File: src/rtl/seg_pkg.sv
package seg_pkg;

  localparam int DLC_W = 4;

  typedef enum logic [1:0] {
    POS_NONE  = 2'b00,
    POS_FIRST = 2'b01,
    POS_MID   = 2'b10,
    POS_LAST  = 2'b11
  } pos_code_e;

  typedef enum logic [1:0] {
    ST_IDLE = 2'b00,
    ST_FILL = 2'b01,
    ST_SEND = 2'b10
  } seg_state_e;

endpackage

File: src/rtl/seg_ctrl.sv
module seg_ctrl
  import seg_pkg::*;
#(
  parameter int ID_W      = 29,
  parameter int MAX_LEN   = 100,
  parameter int SEG_BYTES = 8,
  parameter int LEN_W     = 7,
  parameter int CNT_W     = 4
) (
  input  logic             clk,
  input  logic             rst_n,
  input  logic             msg_start,
  input  logic [LEN_W-1:0] msg_len,
  input  logic [ID_W-1:0]  msg_id,
  input  logic             in_valid,
  output logic             in_ready,
  input  logic             frm_ready,
  output logic             frm_valid,
  output logic             wr_en,
  output logic             frm_acc,
  output logic [CNT_W-1:0] fill_cnt,
  output logic [CNT_W-1:0] seg_len,
  output logic [ID_W-1:0]  base_id,
  output logic             first_seg,
  output logic             last_seg,
  output logic             busy,
  output logic             err
);

  seg_state_e       state_q, state_d;
  logic [LEN_W-1:0] rem_q, rem_d;
  logic [CNT_W-1:0] cnt_q, cnt_d;
  logic             first_q, first_d;
  logic [ID_W-1:0]  id_q;
  logic             err_q, err_d;
  logic             len_ok;
  logic             load_en;
  logic             cnt_en;
  logic             rem_en;

  assign len_ok   = (msg_len != '0) && (msg_len <= LEN_W'(MAX_LEN));
  assign seg_len  = (rem_q >= LEN_W'(SEG_BYTES)) ? CNT_W'(SEG_BYTES) : CNT_W'(rem_q);
  assign last_seg = (rem_q <= LEN_W'(SEG_BYTES));
  assign in_ready  = (state_q == ST_FILL);
  assign frm_valid = (state_q == ST_SEND);
  assign wr_en     = in_ready && in_valid;
  assign frm_acc   = frm_valid && frm_ready;
  assign load_en   = (state_q == ST_IDLE) && msg_start && len_ok;
  assign cnt_en    = wr_en || frm_acc || load_en;
  assign rem_en    = frm_acc || load_en;

  always_comb begin
    state_d = state_q;
    rem_d   = rem_q;
    cnt_d   = cnt_q;
    first_d = first_q;
    err_d   = 1'b0;
    unique case (state_q)
      ST_IDLE: begin
        if (msg_start) begin
          if (len_ok) begin
            state_d = ST_FILL;
            rem_d   = msg_len;
            cnt_d   = '0;
            first_d = 1'b1;
          end else begin
            err_d = 1'b1;
          end
        end
      end
      ST_FILL: begin
        if (wr_en) begin
          cnt_d = cnt_q + CNT_W'(1);
          if ((cnt_q + CNT_W'(1)) == seg_len) state_d = ST_SEND;
        end
      end
      ST_SEND: begin
        if (frm_acc) begin
          cnt_d   = '0;
          first_d = 1'b0;
          rem_d   = rem_q - LEN_W'(seg_len);
          state_d = last_seg ? ST_IDLE : ST_FILL;
        end
      end
      default: state_d = ST_IDLE;
    endcase
  end

  always_ff @(posedge clk or negedge rst_n) begin
    if (!rst_n) begin
      state_q <= ST_IDLE;
      rem_q   <= '0;
      cnt_q   <= '0;
      first_q <= 1'b0;
      id_q    <= '0;
      err_q   <= 1'b0;
    end else begin
      state_q <= state_d;
      err_q   <= err_d;
      if (rem_en)  rem_q   <= rem_d;
      if (cnt_en)  cnt_q   <= cnt_d;
      if (rem_en)  first_q <= first_d;
      if (load_en) id_q    <= msg_id;
    end
  end

  assign fill_cnt  = cnt_q;
  assign base_id   = id_q;
  assign first_seg = first_q;
  assign busy      = (state_q != ST_IDLE);
  assign err       = err_q;

  // an error pulse only follows a start seen while idle
  p_err_source_r7: assert property (@(posedge clk) disable iff (!rst_n)
    err |-> ($past(msg_start) && !$past(busy)));

  // a start while busy never produces an error
  p_busy_ignore_r6: assert property (@(posedge clk) disable iff (!rst_n)
    (busy && msg_start) |=> !err);

  // accepting the final frame ends the message
  p_last_release_r6: assert property (@(posedge clk) disable iff (!rst_n)
    (frm_acc && last_seg) |=> !busy);

  // the fill count never passes the segment size
  p_fill_bound_r8: assert property (@(posedge clk) disable iff (!rst_n)
    in_ready |-> (fill_cnt < seg_len));

endmodule

File: src/rtl/seg_pack.sv
module seg_pack #(
  parameter int SEG_BYTES = 8,
  parameter int CNT_W     = 4
) (
  input  logic                   clk,
  input  logic                   rst_n,
  input  logic                   wr_en,
  input  logic [CNT_W-1:0]       wr_idx,
  input  logic [7:0]             wr_byte,
  input  logic                   clr,
  output logic [8*SEG_BYTES-1:0] data
);

  for (genvar k = 0; k < SEG_BYTES; k++) begin : g_lane
    logic [7:0] lane_q, lane_d;
    logic       lane_en;

    always_comb begin
      lane_en = clr || (wr_en && (wr_idx == CNT_W'(k)));
      lane_d  = clr ? 8'h00 : wr_byte;
    end

    always_ff @(posedge clk or negedge rst_n) begin
      if (!rst_n)       lane_q <= 8'h00;
      else if (lane_en) lane_q <= lane_d;
    end

    assign data[8*k +: 8] = lane_q;

    // a lane not yet written in this frame stays zero
    p_lane_clean_r4: assert property (@(posedge clk) disable iff (!rst_n)
      (lane_q != 8'h00) |-> (CNT_W'(k) < wr_idx));
  end

endmodule

File: src/rtl/seg_fmt.sv
module seg_fmt
  import seg_pkg::*;
#(
  parameter int ID_W  = 29,
  parameter int CNT_W = 4
) (
  input  logic [ID_W-1:0]  base_id,
  input  logic             first_seg,
  input  logic             last_seg,
  input  logic [CNT_W-1:0] seg_len,
  output logic [ID_W-1:0]  frm_id,
  output logic [DLC_W-1:0] frm_dlc
);

  pos_code_e code;

  always_comb begin
    if (last_seg)       code = POS_LAST;
    else if (first_seg) code = POS_FIRST;
    else                code = POS_MID;
  end

  assign frm_id  = (base_id & ~ID_W'(3)) | ID_W'(code);
  assign frm_dlc = DLC_W'(seg_len);

endmodule

File: src/rtl/msg_segmenter.sv
module msg_segmenter
  import seg_pkg::*;
#(
  parameter int ID_W      = 29,
  parameter int MAX_LEN   = 100,
  parameter int SEG_BYTES = 8,
  localparam int LEN_W    = $clog2(MAX_LEN + 1),
  localparam int CNT_W    = $clog2(SEG_BYTES + 1),
  localparam int DATA_W   = 8 * SEG_BYTES
) (
  input  logic              clk,
  input  logic              rst_n,
  input  logic              msg_start,
  input  logic [LEN_W-1:0]  msg_len,
  input  logic [ID_W-1:0]   msg_id,
  input  logic              in_valid,
  input  logic [7:0]        in_byte,
  output logic              in_ready,
  output logic              frm_valid,
  input  logic              frm_ready,
  output logic [ID_W-1:0]   frm_id,
  output logic [DLC_W-1:0]  frm_dlc,
  output logic [DATA_W-1:0] frm_data,
  output logic              busy,
  output logic              err
);

  logic [1:0]       rsync_q;
  logic             rs_n;
  logic             wr_en;
  logic             frm_acc;
  logic [CNT_W-1:0] fill_cnt;
  logic [CNT_W-1:0] seg_len;
  logic [ID_W-1:0]  base_id;
  logic             first_seg;
  logic             last_seg;

  always_ff @(posedge clk or negedge rst_n) begin
    if (!rst_n) rsync_q <= 2'b00;
    else        rsync_q <= {rsync_q[0], 1'b1};
  end
  assign rs_n = rsync_q[1];

  seg_ctrl #(
    .ID_W(ID_W), .MAX_LEN(MAX_LEN), .SEG_BYTES(SEG_BYTES),
    .LEN_W(LEN_W), .CNT_W(CNT_W)
  ) i_ctrl (
    .clk(clk), .rst_n(rs_n),
    .msg_start(msg_start), .msg_len(msg_len), .msg_id(msg_id),
    .in_valid(in_valid), .in_ready(in_ready),
    .frm_ready(frm_ready), .frm_valid(frm_valid),
    .wr_en(wr_en), .frm_acc(frm_acc),
    .fill_cnt(fill_cnt), .seg_len(seg_len), .base_id(base_id),
    .first_seg(first_seg), .last_seg(last_seg),
    .busy(busy), .err(err)
  );

  seg_pack #(.SEG_BYTES(SEG_BYTES), .CNT_W(CNT_W)) i_pack (
    .clk(clk), .rst_n(rs_n),
    .wr_en(wr_en), .wr_idx(fill_cnt), .wr_byte(in_byte),
    .clr(frm_acc), .data(frm_data)
  );

  seg_fmt #(.ID_W(ID_W), .CNT_W(CNT_W)) i_fmt (
    .base_id(base_id), .first_seg(first_seg), .last_seg(last_seg),
    .seg_len(seg_len), .frm_id(frm_id), .frm_dlc(frm_dlc)
  );

  // a stalled frame holds every field
  p_hold_r5: assert property (@(posedge clk) disable iff (!rs_n)
    (frm_valid && !frm_ready) |=>
      (frm_valid && $stable(frm_id) && $stable(frm_dlc) && $stable(frm_data)));

  // the length code of an offered frame is 1 to SEG_BYTES
  p_dlc_range_r4: assert property (@(posedge clk) disable iff (!rs_n)
    frm_valid |-> ((frm_dlc != '0) && (frm_dlc <= DLC_W'(SEG_BYTES))));

  // a short frame can only be the final one
  p_short_last_r3: assert property (@(posedge clk) disable iff (!rs_n)
    (frm_valid && (frm_dlc != DLC_W'(SEG_BYTES))) |-> (frm_id[1:0] == 2'b11));

endmodule

File: config.mk
export PLATFORM = sky130hd
export DESIGN_NAME = msg_segmenter
export DESIGN_NICKNAME = d
export VERILOG_FILES = /design/src/rtl/seg_pkg.sv /design/src/rtl/seg_ctrl.sv /design/src/rtl/seg_pack.sv /design/src/rtl/seg_fmt.sv /design/src/rtl/msg_segmenter.sv
export SDC_FILE = /design/constraint.sdc
export NUM_CORES = 1
export LEC_CHECK = 0
export BUFFER_PORTS_ARGS = -buffer_cell sky130_fd_sc_hd__buf_2
export CAP_MARGIN = 0
export CORE_UTILIZATION = 48
export CTS_BUF_LIST = sky130_fd_sc_hd__clkbuf_4 sky130_fd_sc_hd__clkbuf_8
export DETAILED_ROUTE_END_ITERATION = 16
export PLACE_DENSITY_LB_ADDON = 0.25
export REMOVE_ABC_BUFFERS = 1
export SYNTH_ARGS = -nofsm -noshare
export SYNTH_HDL_FRONTEND = slang
export SYNTH_SLANG_ARGS = --single-unit
File: constraint.sdc
create_clock -name clk -period 2.95 [get_ports clk]
set_input_delay 0 -clock clk [delete_from_list [all_inputs] [get_ports clk]]
set_output_delay 0 -clock clk [all_outputs]
set_load 0.02 [all_outputs]
# Word level (Yosys, flattened, before mapping)

Cells that the tools add are included.

Flip-flop bits (word level): 110
Input port bits: 49
Output and inout bits: 101
Word-level logic and storage cells: 96

Add/sub/neg operators: 2
$lt $le $gt $ge: 3
Equality and inequality tests: 15
Muxes and demuxes: 27
Bitwise operators: 1
Reduce and logical (&&, ||, !) cells: 33

Operator list:

| cell                | count |
|---|---|
| $or 29x2->29        | 1 |
| $mux 7              | 3 |
| $mux 4              | 5 |
| $eq 4x3->1 const B  | 4 |
| $mux 2              | 7 |
| $pmux 7 s2          | 1 |
| $logic_and 1x1->1   | 13 |
| $pmux 4 s3          | 1 |
| $logic_or 1x1->1    | 11 |
| $reduce_and 5->1    | 2 |
| $eq 4x2->1 const B  | 2 |
| $mux 8              | 1 |
| $ne 2x2->1 const B  | 4 |
| $ge 7x4->1 const B  | 1 |
| $le 7x4->1 const B  | 1 |
| $le 7x7->1 const B  | 1 |
| $mux 1              | 7 |
| $reduce_bool 7->1   | 1 |
| $sub 7x4->7         | 1 |
| $pmux 2 s3          | 1 |
| $reduce_and 6->1    | 1 |
| $add 4x1->4 const B | 1 |
| $eq 4x1->1 const B  | 1 |
| $eq 4x4->1          | 1 |
| 8 further kinds     | 9 |

# Logic depth before layout (Yosys ltp)

Gate-level depths: netlist of the first run.

Depth in word-level cells: 6
Mapped depth: 9
Gate-level depth less buffers: 8

# Hierarchy

From an unflattened synthesis of the first run, not the netlist that was laid out.

Cells, all modules: 436
Area total of the unflattened synthesis: 5246.3 µm²

Modules (own cells, without submodules):

| module        | times used | cells an instance | area each (µm²) | seq. area each (µm²) |
|---|---|---|---|---|
| seg_pack      | 1          | 233               | 2924.1          | 1601.5 |
| seg_ctrl      | 1          | 167               | 2023.2          | 1101.1 |
| seg_fmt       | 1          | 33                | 245.2           | 0.0 |
| msg_segmenter | 1          | 3                 | 53.8            | 50.0 |

# Worst setup path before layout of the first run

Ideal clock, no wire load.

Path kind: register -> register
Start: register i_ctrl.rem_q[3]
End: register i_ctrl.rem_q[1]
Library setup time: 123 ps
Arrival: 1636 ps
Required time: 2827 ps
Path slack: 1191 ps
Cell stages (with the launch flop): 8
Period minus slack after synthesis: 1759 ps
Path through: dfrtp_1 buf_6 nor4_4 inv_2 nand2_1 ha_1 nand2b_1 o221a_1

Cells in the longest elaborated chain, start to end: 5

Ends and longest elaborated chain:

| what                   | RTL line        | RTL |
|---|---|---|
| from (decl)            | seg_ctrl.sv:31  | `logic [LEN_W-1:0] rem_q, rem_d;` |
| from (signal assigned) | seg_ctrl.sv:100 | `if (rem_en) rem_q <= rem_d;` |
| $ge 7x4->1             | seg_ctrl.sv:42  | `assign seg_len = (rem_q >= LEN_W'(SEG_BYTES)) ? CNT_W'(SEG_BYTES) : CNT_W'(rem_q);` |
| $mux 4                 | seg_ctrl.sv:42  |  |
| $sub 7x4->7            | seg_ctrl.sv:81  | `rem_d = rem_q - LEN_W'(seg_len);` |
| $mux 7                 | seg_ctrl.sv:78  | `if (frm_acc) begin` |
| $pmux 7 s2             | seg_ctrl.sv:58  | `unique case (state_q)` |

No other way between the ends. The select of a mux whose other input is x is not followed.
A chain may end at the register's enable or synchronous reset.

# Final worst setup path of the first run

Start: input msg_len[3]
End: register i_ctrl.id_q[24] (netlist: i_ctrl.base_id[24])

Cells in the longest elaborated chain, start to end: 3

Ends and longest elaborated chain:

| what                                            | RTL line            | RTL |
|---|---|---|
| from (decl)                                     | msg_segmenter.sv:14 | `input logic [LEN_W-1:0] msg_len,` |
| $le 7x7->1 or $reduce_bool 7->1 (tied branches) | seg_ctrl.sv:41      | `assign len_ok = (msg_len != '0) && (msg_len <= LEN_W'(MAX_LEN));` |
| $logic_and 1x1->1 (*)                           | seg_ctrl.sv:41      |  |
| $logic_and 1x1->1 (*)                           | seg_ctrl.sv:48      | `assign load_en = (state_q == ST_IDLE) && msg_start && len_ok;` |
| to (signal assigned)                            | seg_ctrl.sv:103     | `if (load_en) id_q <= msg_id;` |
| to (decl)                                       | seg_ctrl.sv:34      | `logic [ID_W-1:0] id_q;` |

Every way passes the cells marked *; elsewhere a longest branch is shown, timed or not.

==> impl_metrics.py, run 1 <==
metrics = {
    "status": {
        "outcome": "finished clean",
    },
    "critical_path": {
        "critPathArrivalTime_ps": 2420,
        "worstRegToRegCells": 4,
        "setup.worst_path.start_class": "input port",
        "worst-path-buf-inv": 2,
        "worstSetupPathDepth": 6,
        "timing.critical_path.slowest_stage_cell": "sky130_fd_sc_hd__nor2_4",
        "cp_slowest_stage_delay_ps": 660,
        "crit_path_end_kind": "register",
        "timing.critical_path.cells": "dlygate4sd3_1 > buf_2 > o311ai_1 > mux2i_4 > nor2_4 > mux2_1",
        "crit_type": "input port to register",
        "cp_data_required_time_ps": 3190,
        "cell_class_contributing_the_biggest_share_of_worst_path_delay": "buffers and inverters",
        "critPathMaxFanout": 28,
    },
    "cts": {
        "h-tree-depth": 3,
        "tritoncts": "yes",
        "clk-insertion-delay-late_ps": 360,
        "clk_pin_slew_worst_paths_ps": 100,
        "numCtsBuffers": 9,
        "cts_post_setup_buffers_inserted": 0,
        "ctsLongestPathBuffers": 2,
        "cts.sink_count": 108,
        "clockRootBuffer": "sky130_fd_sc_hd__clkbuf_8",
    },
    "floorplan": {
        "die_width_um": 101.9,
        "design.die.area_um2": 10380,
        "row_count": 36,
        "core_region_area_um2": 9729,
        "initial_core_util": 0.4920,
        "boundaryPins": 150,
        "die-height_um": 101.9,
    },
    "synthesis": {
        "synth_async_sr_flop_share": 1.000,
        "yosys.area.top_type": "sky130_fd_sc_hd__dfrtp_1",
        "synthesized_area_fraction_occupied_by_ao_oa_aoi_and_oai_cells": 0.06064,
        "synth_cell_type_count": 51,
        "combinational_family_with_the_most_area_after_synthesis": "multiplexers",
        "post_synth_inst_count": 406,
        "yosysSeqAreaShare": 0.5646,
        "yosysTopAreaCellShare": 0.5646,
        "synth-main-ff-cell": "sky130_fd_sc_hd__dfrtp_1",
        "synth_fa_ha_area_frac": 0.01568,
        "ys_warn_count": 0,
        "synth_enable_flop_cells": 0,
        "synth.top_cells.by_area": "sky130_fd_sc_hd__dfrtp_1 (56%), sky130_fd_sc_hd__mux2i_1 (13%), sky130_fd_sc_hd__mux2_1 (6.4%)",
        "yosys.cell_count.top_type": "sky130_fd_sc_hd__dfrtp_1",
        "syn_std_cell_area_um2": 4787,
        "yosys_register_bits": 108,
        "post_synth_xor_area_fraction": 0.005489,
        "synthTopCellsByCount": "sky130_fd_sc_hd__dfrtp_1 (108), sky130_fd_sc_hd__mux2i_1 (60), sky130_fd_sc_hd__nor2_1 (58), sky130_fd_sc_hd__nand2_1 (31), sky130_fd_sc_hd__mux2_1 (27)",
        "synth_simple_gate_area_frac": 0.1215,
        "synth.avg_cell_area_um2": 11.79,
        "synthMuxAreaShare": 0.1960,
    },
    "pwr": {
        "switchingPower_mw": 2.787,
        "clockPowerShare": 0.141,
        "power.combinational.fraction": 0.456,
        "ir_worst_vdd_v": 0.0006062,
        "power_report.internal_total_mw": 3.774,
        "leakagePower_nw": 3.439,
        "p_sw_frac": 0.4248,
        "p_per_area_nw_per_um2": 1049,
        "seq_power_share": 0.403,
    },
    "place": {
        "place.gp.congestion": 0.8288,
        "buffer_ports.inserted": 147,
        "pre_cts_ws_ps": 882.0,
        "detailed_place_hpwl_um": 7734,
    },
    "sta": {
        "final.min_clock_period_ps": 2187,
        "rsz_0062_raised_after_global_routing": "false",
        "setup_viol": 0,
        "final_count_of_pins_violating_max_slew": 0,
        "finalWorstSetupSlack_ps": 762.7,
        "post-route-period-util": 0.7415,
        "tns_ps": 0,
        "final_hold_viol_count": 0,
        "finalHoldWorstSlack_ps": 92.53,
        "max_freq_mhz": 457.2,
        "timing.clock.skew_ps": 7.589,
        "timing_worst_slew_pin_value_ps": 1159,
        "worst_slew_margin_rel": 0.2235,
    },
    "drt": {
        "detail_route.drc_violations": 0,
        "first_pass_iters": 4,
        "wl_per_cell_um": 15.87,
        "route.final.wire_length_um": 11540,
        "drtAntennaViolNets": 0,
        "detailroute.via_count": 3719,
        "drt_iter0_drc": 140,
        "avgViaCountPerCell": 5.116,
    },
    "global_routing": {
        "grt-ovfl-total": 0,
        "grt_start_max_net_pins": 63,
        "via_count_of_the_first_global_routing_pass": 3475,
        "grt_use_total": 0.2377,
        "grt_first_pass_wirelength_um": 18400,
        "grt_antenna_before_repair": 0,
    },
    "finish": {
        "num_antenna_cells": 0,
        "layout.core_utilization": 0.6431,
        "finalNetCount": 644,
        "layout-drive-gt1-share": 0.3013,
        "area_overhead_of_the_layout_relative_to_synthesis_pct": 30.71,
    },
    "min_path": {
        "timing.hold.worst.class": "input port to register",
        "whs_path_depth": 3,
    },
    "job": {
        "max_cap_viol_count": 0,
    },
}
==> kinds of logic after synthesis <==
family / count (synthesis)
other: 2
adder cells (fa/ha/maj): 6
multiplexers: 89
flip-flops: 108
AND/OR/NAND/NOR: 124
buffers and inverters: 34
AO/OA/AOI/OAI: 40
XOR/XNOR: 3
==> worst register-to-register path: stages, from the launching register on <==
cell and delay, ps:
sky130_fd_sc_hd__dfrtp_1 460, sky130_fd_sc_hd__nor2b_1 220, sky130_fd_sc_hd__nand2b_1 210, sky130_fd_sc_hd__nor2_4 650, sky130_fd_sc_hd__mux2_1 410
==> what timing repair did <==
| item | 4_1_cts | 5_1_grt |
|---|---|---|
| hold buffers | 45 | 0 |
| hold endpoints to repair | 77 | 0 |
| endpoints found under the setup margin | 0 | 0 |
| gates resized for setup | 0 | 0 |
==> cells in the final DEF (no fill, tap or decap), drive strengths merged, types with 4 or more instances in the layout <==
cell type / instances
mux2i: 61
nand3: 8
nor2b: 5
a221o: 4
nand2: 31
inv: 7
buf: 152
o21ai: 12
ha: 6
mux2: 28
dlygate4sd3: 45
nor2: 59
nor4: 4
dfrtp: 108
nand2b: 4
clkbuf: 13
a21oi: 5
==> sequential cells by signal, indices dropped and copies added, names as in the netlist <==
| name | cells |
|---|---|
| i_ctrl.base_id | 27 |
| i_ctrl.err | 1 |
| i_ctrl.fill_cnt | 4 |
| i_ctrl.first_seg | 1 |
| i_ctrl.rem_q | 7 |
| i_ctrl.state_q | 2 |
| i_pack.g_lane.lane_q | 64 |
| rsync_q | 2 |
==> metrics by stage <==
step	cells	cell area, µm²	total power, mW
floorplan	381	4656	4.562
global placement	666	5600	5.523
detailed placement	666	5600	5.634
CTS	727	6257	6.616
global route	727	6257	7.028
finish	727	6257	6.562
==> final cells by class <==
type | instances | area [µm²]
clock inverters | 3 | 46.29
multi-input cells | 265 | 1924
fillers | 814 | 3472
clock buffers | 13 | 160.2
inverters | 8 | 30.03
flip-flops and latches | 108 | 2706
well taps | 133 | 166.4
repair buffers | 197 | 1224
==> power by group through the flow <==
stage                     clock network [mW]  logic [mW]  registers (mW)
after floorplan                            0        1.17            3.39
after global placement                     0        2.89            2.64
after detailed placement                   0        2.96            2.67
after CTS                              0.958        3.02            2.64
after global routing                    1.01        3.27            2.74
final                                  0.923        2.99            2.64
==> layer usage <==
| metal | GRT usage | vias up | wire length, µm | share of wire |
|---|---|---|---|---|
| met2 | 0.3992 | 105 | 5883 | 0.51 |
| met4 | 0.09560 | 0 | 223 | 0.019 |
| li1 | - | 1766 | - | - |
| met1 | 0.3072 | 1831 | 4867 | 0.42 |
| met3 | 0.04241 | 17 | 565 | 0.049 |
| met5 | 0 | - | 0 | 0 |
==> final timing paths <==
check	from	end	slack (ps)
worst max-delay path	msg_len[3]	i_ctrl.base_id[24]	760
worst max register to register	i_ctrl.state_q[1]	i_ctrl.base_id[24]	870
worst min-delay path	msg_len[4]	i_ctrl.rem_q[4]	90
max in group asynchronous	rsync_q[1]	i_ctrl.base_id[24]	1720
worst min register to register	rsync_q[0]	rsync_q[1]	360
min in group asynchronous	rsync_q[1]	i_pack.g_lane[7].lane_q[1]	410
No activity file was read; power rests on OpenSTA's default activity.
==> run 2: changes to the inputs <==
CORE_UTILIZATION = 53   (was 48)
clock period = 2.2 ns   (was 2.95 ns; I/O delays follow)
==> run 2 against run 1 <==
Via count increased by 1.4%. Non-clock buffer count grew 8. Hold slack got worse by 27 ps. Core utilization rose by 7.8 points. Cell area up 0.54%. Sequential cell count unchanged. Combinational power rose by 36%. Largest cell class unchanged. Worst setup slack got worse by 540 ps. Total power is 34% higher.
==> impl_metrics.py, run 2 (synthesis results as in run 1) <==
metrics = {
    "sta": {
        "worst_slew_margin_rel": 0.5629,
        "post-route-period-util": 0.8967,
        "finalHoldWorstSlack_ps": 65.27,
        "final_count_of_pins_violating_max_slew": 0,
        "timing.clock.skew_ps": 15.60,
        "max_freq_mhz": 506.9,
        "tns_ps": 0,
        "final_hold_viol_count": 0,
        "final.min_clock_period_ps": 1973,
        "rsz_0062_raised_after_global_routing": "false",
        "timing_worst_slew_pin_value_ps": 653.6,
        "setup_viol": 0,
    },
    "critical_path": {
        "crit_path_end_kind": "register",
        "cell_class_contributing_the_biggest_share_of_worst_path_delay": "simple AND/OR/NAND/NOR gates",
        "timing.critical_path.slowest_stage_cell": "sky130_fd_sc_hd__nor4_4",
        "setup.worst_path.start_class": "register",
        "crit_type": "register to register",
        "critPathMaxFanout": 9,
        "worst-path-buf-inv": 0,
        "critPathArrivalTime_ps": 2200,
        "worstRegToRegCells": 4,
        "worstSetupPathDepth": 4,
        "crit_path_start": "i_ctrl.rem_q[3]",
        "r2r_slack_ps": 230,
        "cp_data_required_time_ps": 2420,
        "timing.critical_path.cells": "nor4_4 > nand2_1 > a2111oi_2 > a41oi_1",
        "cp_slowest_stage_delay_ps": 550,
        "reg2reg_from": "i_ctrl.rem_q[3]",
    },
    "status": {
        "outcome": "finished clean",
    },
    "floorplan": {
        "die-height_um": 97.04,
        "die_width_um": 97.04,
        "initial_core_util": 0.5489,
        "design.die.area_um2": 9417,
        "core_region_area_um2": 8721,
        "row_count": 34,
        "boundaryPins": 150,
    },
    "cts": {
        "cts_post_setup_buffers_inserted": 0,
        "cts.sink_count": 108,
        "ctsLongestPathBuffers": 2,
        "tritoncts": "yes",
        "numCtsBuffers": 9,
        "h-tree-depth": 3,
        "clockRootBuffer": "sky130_fd_sc_hd__clkbuf_8",
        "clk_pin_slew_worst_paths_ps": 100,
        "clk-insertion-delay-late_ps": 360,
    },
    "finish": {
        "register_area_um2": 2706,
        "num_antenna_cells": 0,
        "layout-drive-gt1-share": 0.3123,
        "fillers": 629,
        "area_of_the_multi_input_gates_um2": 1931,
        "max_ffs_per_register": 64,
        "registers.top_by_ff_count": "i_pack.g_lane.lane_q",
        "finish.cell_count_without_fillers": 710,
        "area_overhead_of_the_layout_relative_to_synthesis_pct": 31.42,
        "mostFrequentLayoutCell": "sky130_fd_sc_hd__buf_2",
        "final_cell_mix": "sky130_fd_sc_hd__buf_2 (147), sky130_fd_sc_hd__dfrtp_1 (107), sky130_fd_sc_hd__mux2i_1 (60)",
        "finalNetCount": 652,
    },
    "drt": {
        "detail_route.drc_violations": 0,
        "first_pass_iters": 4,
        "avgViaCountPerCell": 5.313,
        "drtAntennaViolNets": 0,
        "wl_per_cell_um": 16.17,
        "drt_iter0_drc": 192,
        "detailroute.via_count": 3772,
        "met1Wirelength_um": 4920,
        "met2WireLength_um": 5665,
        "dr.max_layer_used": "met4",
        "route.final.wire_length_um": 11480,
        "wl_met3_um": 660,
    },
    "place": {
        "detailed_place_hpwl_um": 7926,
        "place.gp.congestion": 0.8993,
        "buffer_ports.inserted": 147,
        "place_inst": 649,
    },
    "min_path": {
        "whs_path_depth": 3,
        "hold_path_startpoint": "msg_len[4]",
        "timing.hold.worst.class": "input port to register",
    },
    "pwr": {
        "ir_worst_vdd_v": 0.0007303,
        "total_power_draw_mw": 8.771,
        "leakagePower_nw": 3.469,
        "p_per_area_nw_per_um2": 1394,
    },
    "global_routing": {
        "grt_antenna_before_repair": 0,
        "grt_first_pass_wirelength_um": 19260,
        "grt_use_total": 0.2568,
        "grt_start_max_net_pins": 57,
        "grt-ovfl-total": 0,
        "via_count_of_the_first_global_routing_pass": 3807,
    },
    "job": {
        "max_cap_viol_count": 0,
    },
}
[run 2: cell count changes in the layout (fill, tap and decap cells not counted)]
cell	delta
sky130_fd_sc_hd__inv_6	+1
sky130_fd_sc_hd__clkbuf_4	-2
sky130_fd_sc_hd__bufinv_16	-1
sky130_fd_sc_hd__clkinv_2	+2
sky130_fd_sc_hd__a31oi_2	+1
sky130_fd_sc_hd__buf_12	+2
sky130_fd_sc_hd__a31oi_1	-1
sky130_fd_sc_hd__buf_4	+6
[run 2: report_power, final]
group          internal, mW  switching (mW)
combinational          1.59            2.49
clock                 0.459           0.658
sequential             2.92           0.657
[run 2: worst paths after layout]
check	to
worst max-delay path	i_ctrl.state_q[0]
worst min-delay path	i_ctrl.rem_q[4]
worst max register to register	i_ctrl.state_q[0]
worst min register to register	i_ctrl.base_id[14]
max in group asynchronous	i_ctrl.base_id[22]
min in group asynchronous	i_ctrl.base_id[14]
[run 2: what timing repair did]
item,in CTS,in global routing
hold endpoints to repair,81,0
resized for setup,0,1
hold buffers,45,0
endpoints found under the setup margin,0,8
[run 2: cell type report]
| class | instances | area share |
|---|---|---|
| Timing Repair Buffer | 205 | 0.2080 |
| Tap cell | 108 | 0.02148 |
| Multi-Input combinational cell | 265 | 0.3069 |
| Clock inverter | 5 | 0.005569 |
| Sequential cell | 108 | 0.4302 |
| Clock buffer | 11 | 0.02307 |
| Inverter | 8 | 0.004773 |
[run 2: metrics by stage]
| step | utilization | setup slack [ps] | instance area (µm²) |
|---|---|---|---|
| floorplan | - | -1031 | 4656 |
| global placement | 0.6484 | 313.4 | 5654 |
| detailed placement | 0.6484 | 181.2 | 5654 |
| CTS | 0.7207 | 171.1 | 6285 |
| global route | 0.7214 | 82.50 | 6291 |
| finish | 0.7214 | 227.3 | 6291 |
[run 2: worst min-delay path: stages]
cell and delay, ps:
sky130_fd_sc_hd__buf_2 130, sky130_fd_sc_hd__nor3_1 180, sky130_fd_sc_hd__a211oi_1 80
[run 2: metal layers]
layer / vias to the layer above / global-route usage
li1: 1774 / -
met1: 1833 / 0.3436
met3: 20 / 0.04841
met5: - / 0
met4: 0 / 0.1160
met2: 145 / 0.4085
